### src/rtl/arst_pkg.sv
package arst_pkg;
  typedef enum logic [1:0] {
    ST_HOLD  = 2'd0,
    ST_ALIGN = 2'd1,
    ST_RUN   = 2'd2
  } arst_state_t;
endpackage

### src/rtl/arst_sync2.sv
module arst_sync2 #(
  parameter int WIDTH = 1
) (
  input  logic             clk,
  input  logic             rst,
  input  logic [WIDTH-1:0] d,
  output logic [WIDTH-1:0] q
);
  logic [WIDTH-1:0] meta;

  always_ff @(posedge clk) begin
    if (rst) begin
      meta <= '0;
      q    <= '0;
    end else begin
      meta <= d;
      q    <= meta;
    end
  end
endmodule

### src/rtl/arst_pll_gate.sv
module arst_pll_gate #(
  parameter int PLL_WAIT = 1250000
) (
  input  logic clk,
  input  logic rst,
  input  logic clk_en,
  input  logic lock_s,
  output logic stable
);
  localparam int PW = $clog2(PLL_WAIT + 1);
  logic [PW-1:0] wait_cnt;
  logic          wait_done;

  assign wait_done = (wait_cnt == PW'(PLL_WAIT));

  always_ff @(posedge clk) begin
    if (rst || !clk_en) begin
      wait_cnt <= '0;
      stable   <= 1'b0;
    end else begin
      if (!wait_done) wait_cnt <= wait_cnt + 1'b1;
      stable <= stable | lock_s | wait_done;
    end
  end
endmodule

### src/rtl/arst_frame_mon.sv
module arst_frame_mon #(
  parameter int CNT_W       = 14,
  parameter int STOP_MARGIN = 16,
  parameter int MAX_FRAME   = 4000
) (
  input  logic clk,
  input  logic rst,
  input  logic clear,
  input  logic i2s,
  input  logic lrck_s,
  output logic start_edge,
  output logic fault
);
  localparam int LIM_W = CNT_W + 1;

  logic             prev;
  logic [CNT_W-1:0] cnt;
  logic [CNT_W-1:0] period;
  logic             armed;
  logic             valid;
  logic             lost;
  logic             rise;
  logic             fall;
  logic [LIM_W-1:0] limit;
  logic [CNT_W-1:0] dev;
  logic             phase_bad;

  assign rise       = lrck_s & ~prev;
  assign fall       = ~lrck_s & prev;
  assign start_edge = i2s ? fall : rise;

  assign limit = valid ? ({1'b0, period} + LIM_W'(STOP_MARGIN)) : LIM_W'(MAX_FRAME);
  assign dev   = (cnt >= period) ? (cnt - period) : (period - cnt);
  assign phase_bad = start_edge && armed && valid && !lost && (dev > (period >> 2));
  assign fault = lost | phase_bad;

  always_ff @(posedge clk) begin
    if (rst) prev <= 1'b0;
    else     prev <= lrck_s;
  end

  always_ff @(posedge clk) begin
    if (rst || clear) begin
      cnt    <= '0;
      period <= '0;
      armed  <= 1'b0;
      valid  <= 1'b0;
      lost   <= 1'b0;
    end else if (start_edge) begin
      cnt   <= '0;
      armed <= 1'b1;
      lost  <= 1'b0;
      if (armed && !lost) begin
        period <= cnt;
        valid  <= 1'b1;
      end else begin
        valid  <= 1'b0;
      end
    end else begin
      if (cnt != '1) cnt <= cnt + 1'b1;
      if ({1'b0, cnt} >= limit) lost <= 1'b1;
    end
  end
endmodule

### src/rtl/audio_sysrst_seq.sv
module audio_sysrst_seq #(
  parameter int PLL_WAIT    = 1250000,
  parameter int CNT_W       = 14,
  parameter int STOP_MARGIN = 16,
  parameter int MAX_FRAME   = 4000
) (
  input  logic clk,
  input  logic rst,
  input  logic clk_en_bit,
  input  logic codec_run_bit,
  input  logic dsp_run_bit,
  input  logic pll_lock,
  input  logic fmt_i2s,
  input  logic slave_mode,
  input  logic lrck,
  output logic sys_rst,
  output logic mem_access_ok,
  output logic run_start
);
  import arst_pkg::*;

  logic [1:0]  sync_q;
  logic        lock_s;
  logic        lrck_s;
  logic        pll_ok;
  logic        start_edge;
  logic        mon_fault;
  logic        run_req;
  logic        mon_clear;
  arst_state_t state;
  arst_state_t state_nxt;

  arst_sync2 #(.WIDTH(2)) u_sync (
    .clk (clk),
    .rst (rst),
    .d   ({pll_lock, lrck}),
    .q   (sync_q)
  );
  assign lock_s = sync_q[1];
  assign lrck_s = sync_q[0];

  arst_pll_gate #(.PLL_WAIT(PLL_WAIT)) u_pll (
    .clk    (clk),
    .rst    (rst),
    .clk_en (clk_en_bit),
    .lock_s (lock_s),
    .stable (pll_ok)
  );

  assign mon_clear = (state == ST_HOLD) || !slave_mode;

  arst_frame_mon #(
    .CNT_W      (CNT_W),
    .STOP_MARGIN(STOP_MARGIN),
    .MAX_FRAME  (MAX_FRAME)
  ) u_mon (
    .clk        (clk),
    .rst        (rst),
    .clear      (mon_clear),
    .i2s        (fmt_i2s),
    .lrck_s     (lrck_s),
    .start_edge (start_edge),
    .fault      (mon_fault)
  );

  assign run_req = clk_en_bit & (codec_run_bit | dsp_run_bit);

  always_comb begin
    state_nxt = state;
    case (state)
      ST_HOLD: begin
        if (run_req) state_nxt = slave_mode ? ST_ALIGN : ST_RUN;
      end
      ST_ALIGN: begin
        if (!run_req)                     state_nxt = ST_HOLD;
        else if (!slave_mode || start_edge) state_nxt = ST_RUN;
      end
      ST_RUN: begin
        if (!run_req)                     state_nxt = ST_HOLD;
        else if (slave_mode && mon_fault) state_nxt = ST_ALIGN;
      end
      default: state_nxt = ST_HOLD;
    endcase
  end

  always_ff @(posedge clk) begin
    if (rst) begin
      state         <= ST_HOLD;
      sys_rst       <= 1'b1;
      run_start     <= 1'b0;
      mem_access_ok <= 1'b0;
    end else begin
      state         <= state_nxt;
      sys_rst       <= (state_nxt != ST_RUN);
      run_start     <= (state_nxt == ST_RUN) && (state != ST_RUN);
      mem_access_ok <= clk_en_bit & ~codec_run_bit & ~dsp_run_bit & pll_ok;
    end
  end
endmodule

### config.mk
export PLATFORM = sky130hd
export DESIGN_NAME = audio_sysrst_seq
export DESIGN_NICKNAME = d
export VERILOG_FILES = /design/src/rtl/arst_pkg.sv /design/src/rtl/arst_sync2.sv /design/src/rtl/arst_pll_gate.sv /design/src/rtl/arst_frame_mon.sv /design/src/rtl/audio_sysrst_seq.sv
export SDC_FILE = /design/constraint.sdc
export NUM_CORES = 1
export LEC_CHECK = 0
export BUFFER_PORTS_ARGS = -buffer_cell sky130_fd_sc_hd__buf_2
export CORE_MARGIN = 2
export CORE_UTILIZATION = 30
export DETAILED_ROUTE_END_ITERATION = 10
export SLEW_MARGIN = 10
export SYNTH_ARGS = -nofsm -noshare
export SYNTH_HDL_FRONTEND = slang
export SYNTH_SLANG_ARGS = --single-unit
### constraint.sdc
create_clock -name clk -period 7.4 [get_ports clk]
set_input_delay 0.37 -clock clk [delete_from_list [all_inputs] [get_ports clk]]
set_output_delay 0.37 -clock clk [all_outputs]
set_load 0.02 [all_outputs]
# Yosys cells after proc, flatten, opt, wreduce, memory -nomap -nowiden
# Cells that the tools add are included.
# classes
n_addsub	5
magnitude_cmp	3
n_eq_ne	7
n_mux	11
n_bitwise	14
n_reduce_logical	17
# ops
cell	n
14-bit subtractor	2
21-bit by 1-bit adder with 21-bit output, second input constant	1
21-bit equality test, second input constant	1
14-bit by 5-bit adder with 15-bit output, second input constant	1
14-bit by 15-bit greater-or-equal comparator with 1-bit output	1
15-bit 2-to-1 mux	1
14-bit by 1-bit adder with 14-bit output, second input constant	1
14-bit greater-or-equal comparator	1
14-bit by 12-bit > comparator with 1-bit output	1
14-bit 2-to-1 mux	1
14-bit inequality test, second input constant	1
2-bit 2-to-1 mux	6
1-bit logical AND	7
1-bit bitwise AND	6
2-bit one-hot mux with 3 select lines	1
2-bit equality test, second input constant	2
1-bit logical OR	4
2-bit inequality test, second input constant	2
1-bit inverter	4
1-bit bitwise OR	4
1-bit logical NOT	3
2-bit by 1-bit equality test with 1-bit output, second input constant	1
2-bit logical NOT	1
1-bit 2-to-1 mux	2
other kinds (2)	2
# totals
register_bits	63
inputBits	9
elab_cells	71

# Depth between registers and ports, before layout
# depth
ltp_word	14
mapped_depth	20
mapped_depth_nobuf	19

# Modules after synthesis
# Synthesis repeated with hierarchy kept, for this count alone.
# unflattened
hier_cells	602
hier_area_um2	4792.1
# modules_own_cells
module	instances	cells_per_inst	area_per_inst_um2	seq_area_each_um2
arst_frame_mon	1	449	3397.0	640.6
arst_pll_gate	1	125	1074.8	440.4
audio_sysrst_seq	1	20	215.2	100.1
arst_sync2	1	8	105.1	80.1

# Least setup slack after synthesis
# No wires, ideal clock.
# synth_timing
kind	register to register
start	register u_mon.cnt[0]
end	register sys_rst
arrival_time_ns	3.955
path_slack_ns	3.312
path_stages_with_launch	21
cell_sequence	dfxtp_1 -> inv_1 -> ha_1 -> inv_1 -> fa_1 -> a211oi_2 -> o211ai_2 -> a41o_1 -> a21o_1 -> buf_6 -> mux2_4 -> nor2_1 -> xnor2_1 -> ha_1 -> or2_2 -> a21oi_1 -> a211oi_1 -> o21ai_0 -> o2111ai_1 -> o31ai_1 -> o31ai_1
# synth_between
elab_chain_len	10
# synth_lines
element	line_no	text
start: declaration	arst_frame_mon.sv:17	logic [CNT_W-1:0] cnt;
start signal: assignment	arst_frame_mon.sv:60	if (cnt != '1) cnt <= cnt + 1'b1;
14-bit subtractor / 14-bit greater-or-equal comparator (equally long branches)	arst_frame_mon.sv:33	assign dev = (cnt >= period) ? (cnt - period) : (period - cnt);
14-bit 2-to-1 mux (*)	arst_frame_mon.sv:33	
14-bit by 12-bit > comparator with 1-bit output (*)	arst_frame_mon.sv:34	assign phase_bad = start_edge && armed && valid && !lost && (dev > (period >> 2));
1-bit logical AND (*)	arst_frame_mon.sv:34	
1-bit bitwise OR (*)	arst_frame_mon.sv:35	assign fault = lost | phase_bad;
1-bit logical AND (*)	audio_sysrst_seq.sv:80	else if (slave_mode && mon_fault) state_nxt = ST_ALIGN;
2-bit 2-to-1 mux (*)	audio_sysrst_seq.sv:80	
2-bit 2-to-1 mux (*)	audio_sysrst_seq.sv:79	if (!run_req) state_nxt = ST_HOLD;
2-bit one-hot mux with 3 select lines (*)	audio_sysrst_seq.sv:70	case (state)
2-bit inequality test (*)	audio_sysrst_seq.sv:94	sys_rst <= (state_nxt != ST_RUN);
end signal: assignment	audio_sysrst_seq.sv:94	
end: declaration	audio_sysrst_seq.sv:16	output logic sys_rst,
# Mark *: on every way between the ends. The rest lies on a longest branch, timed or not.
# A chain may end at the register's enable or synchronous reset.

# Final worst setup path
# Same ends and word-level chain as after synthesis.

==> qor.txt <==
Status -> completed
Root buf cell -> clkbuf_16
First-pass detailed-route iteration total -> 5
First-pass GRT wire length -> 19.26 mm
Gr usage total -> 0.1470
Ant diodes -> 0
Clock Sinks -> 63
Initial antenna violation count -> 0
Slew Limit Headroom -> 0.2705
Slew @ Worst Pin -> 1.091 ns
Hold path cells -> 2
Uppermost layer routed -> met4
Ys async rst share -> 0
Adder-Cell Fraction of Synth Area -> 0.1595
Number of global-route vias before repair -> 3846
NumNets Final -> 665
Worst-path clk slew -> 0.06 ns
Cells after Synth -> 594
WL met3 -> 404 µm
Pin count of the biggest net entering global routing -> 29
Mux contribution to synthesized area -> 0.02544
Final cycle utilization of the critical path -> 0.6309
Avg Inst Size Synth -> 7.950 µm²
Via count -> 4093
Layout cells sized above 1 -> 0.06312
Compound-gate portion of the synthesized area -> 0.1842
Pre-CTS WS -> 2.735 ns
Worst path arrival time -> 4.89 ns
Crit path launch type -> flip-flop
Port-buffer cells -> 11
Post-detail-place hpwl -> 8.611 mm
Maxcap violations -> 0
Syn Nets -> 662
WL final -> 11.39 mm
Final worst slack -> 2.732 ns
Max Freq -> 214.2 MHz
Filler cells -> 1663
Min Clock Period, post-route -> 4.668 ns
Area grow syn2layout -> 11.26%
Die ar. -> 16760 µm²
Initial core utilization -> 0.3083
Critical path fanouts, max -> 10
Wire length on met2 -> 5.276 mm
Synth cell count leaders -> 82 x nor2_1, 63 x dfxtp_1, 57 x ha_1
CTS tree -> yes
VDD IR max -> 0.1571 mV
Crit end category -> flip-flop
Synth Area in XOR/XNOR -> 0.07790
Clk_lat worst skew -> 0.35 ns
Ranking of synthesized cells by area -> dfxtp_1 27%, ha_1 15%, nor2_1 6.5%
DRC -> 0
Row Count -> 45
Drt first-iter violations -> 302
Worst Reg-to-Reg Cells -> 19
Req. time, crit path -> 7.62 ns
Gr ovfl total -> 0
Yosys cell types -> 52
# resized after CTS -> 0
Most frequent cell after synthesis -> nor2_1
Routability Congestion -> 1.001
Synth Warn # -> 0
Primary FF master, synth -> dfxtp_1
Postcts setup bufs -> 0
Share of the synthesized area in the top cell type -> 0.2671
Core ar. -> 15310 µm²
Chip Height -> 129.5 µm
I/O pin cnt -> 12
Main combinational cell family by area after synthesis -> simple AND/OR/NAND/NOR gates
Sum of negative setup slack -> 0 ns
Hold Fails Final Rpt -> 0
Leak -> 2.028 nW
Synth area leader -> dfxtp_1
Number of enable flip-flop cells after synthesis -> 0
Post-route clock skew -> 0.005545 ns
Fin. max-slew vios -> 0
Post-DRT Antenna Nets -> 0
WL/cell -> 14.01 µm
Die width -> 129.5 µm
Via-per-instance ratio -> 5.034
Hold Path Class -> primary input to flip-flop
M1 wire length -> 5.455 mm
Power per cell area -> 156.0 nW/µm²
Seq/Total Area, Yosys -> 0.2671
Final setup viols -> 0
Synth Register Bits -> 63
Max Root-Sink Buffers -> 2
H-tree levels -> 3
Simple-gate area share of the yosys netlist -> 0.2326
TritonCTS Buffers -> 9
Synth Cell Area -> 4722 µm²
Hold_buf cts -> 0
WS Path Type -> flip-flop to flip-flop
RSZ-0062 raised after global routing -> false
==> where the power goes <==
part	leakage [nW]	internal [mW]	total, mW	switching (mW)
clock network	0.148	0.293	0.454	0.161
registers	0.509	0.342	0.344	0.00197
logic	1.37	0.00828	0.0211	0.0128
==> state kept, by name (all words and copies together), names as in the netlist <==
signal          count
u_mon.lost          1
u_mon.valid         1
sys_rst             1
run_start           1
u_mon.cnt          14
state               2
u_mon.period       14
u_pll.wait_cnt     21
u_pll.stable        1
u_mon.prev          1
u_mon.armed         1
u_sync.meta         2
u_sync.q            2
mem_access_ok       1
==> placed cells by master, fill, tap and decap left out, drive strengths merged, types with 5 or more instances in the layout <==
master / synthesis / final
ha: 57 / 57
inv: 38 / 38
o31ai: 5 / 5
a211oi: 12 / 12
and2: 5 / 5
o21ai: 22 / 22
a31oi: 6 / 6
clkbuf: 12 / 10
o211ai: 5 / 5
nor4: 6 / 6
nor3: 16 / 16
dfxtp: 63 / 63
mux2i: 9 / 9
buf: 8 / 12
nor2: 82 / 82
a21o: 12 / 12
o21a: 7 / 7
nand2: 44 / 44
and4: 5 / 5
xor2: 20 / 20
a21oi: 46 / 46
nand4: 17 / 17
or3: 6 / 6
nand3: 20 / 20
nor2b: 13 / 13
xnor2: 22 / 22
==> per-layer routing <==
layer  GRT usage  vias to the layer above
li1            -                     2100
met1      0.1887                     1907
met2      0.2393                       72
met3     0.03220                       14
met4     0.06072                        0
met5           0                        -
==> cells by family (layout without fill, tap and decap cells) <==
| group | Yosys count | count (layout) |
|---|---|---|
| AND/OR/NAND/NOR | 229 | 229 |
| AO/OA/AOI/OAI | 132 | 132 |
| flip-flops | 63 | 63 |
| adder cells (fa/ha/maj) | 59 | 59 |
| buffers and inverters | 58 | 66 |
| XOR/XNOR | 42 | 42 |
| multiplexers | 11 | 11 |
==> final timing paths <==
| check | from | slack (ns) | endpoint |
|---|---|---|---|
| worst min-delay path | pll_lock | 0.23 | u_sync.meta[1]$_SDFF_PP0_ |
| worst min register to register | u_sync.meta[0]$_SDFF_PP0_ | 0.43 | u_sync.q[0]$_SDFF_PP0_ |
| worst max-delay path | u_mon.cnt[0]$_SDFFE_PP0P_ | 2.73 | sys_rst$_SDFF_PP1_ |
| worst max register to register | u_mon.cnt[0]$_SDFFE_PP0P_ | 2.73 | sys_rst$_SDFF_PP1_ |
==> stage by stage <==
step | utilization | instances | power, mW | hold WS [ns] | cell area (µm²)
floorplan | - | 594 | 0.3654 | 0.4138 | 4722
global placement | 0.3225 | 797 | 0.3728 | 0.4218 | 4940
detailed placement | 0.3225 | 797 | 0.3728 | 0.4218 | 4940
CTS | 0.3431 | 813 | 0.8350 | 0.2167 | 5254
global route | 0.3431 | 813 | 0.8474 | 0.2560 | 5254
finish | 0.3431 | 813 | 0.8197 | 0.2259 | 5254
==> critical path: stages, from the launching register on <==
cell and delay [ns]:
dfxtp_1 0.34, inv_1 0.13, ha_1 0.19, inv_1 0.06, fa_1 0.42, a211oi_2 0.23
o211ai_2 0.14, a41o_1 0.28, a21o_1 0.33, a211oi_1 0.37, nor2_1 0.12, xnor2_1 0.15
ha_1 0.29, or2_2 0.27, a21oi_1 0.19, a211oi_1 0.07, o21ai_0 0.31, o2111ai_1 0.16
o31ai_1 0.38, o31ai_1 0.12
==> cell type report <==
class	count	area, µm²	share of cell area
clock buffer	10	229.0	0.04358
clock inverter	6	85.08	0.01619
inverter	38	142.6	0.02715
multi-input combinational	473	3209	0.6109
sequential	63	1261	0.2401
tap	211	264.0	0.05025
timing repair buffer	12	62.56	0.01191
Note: power is estimated with default switching activity, not from simulation.
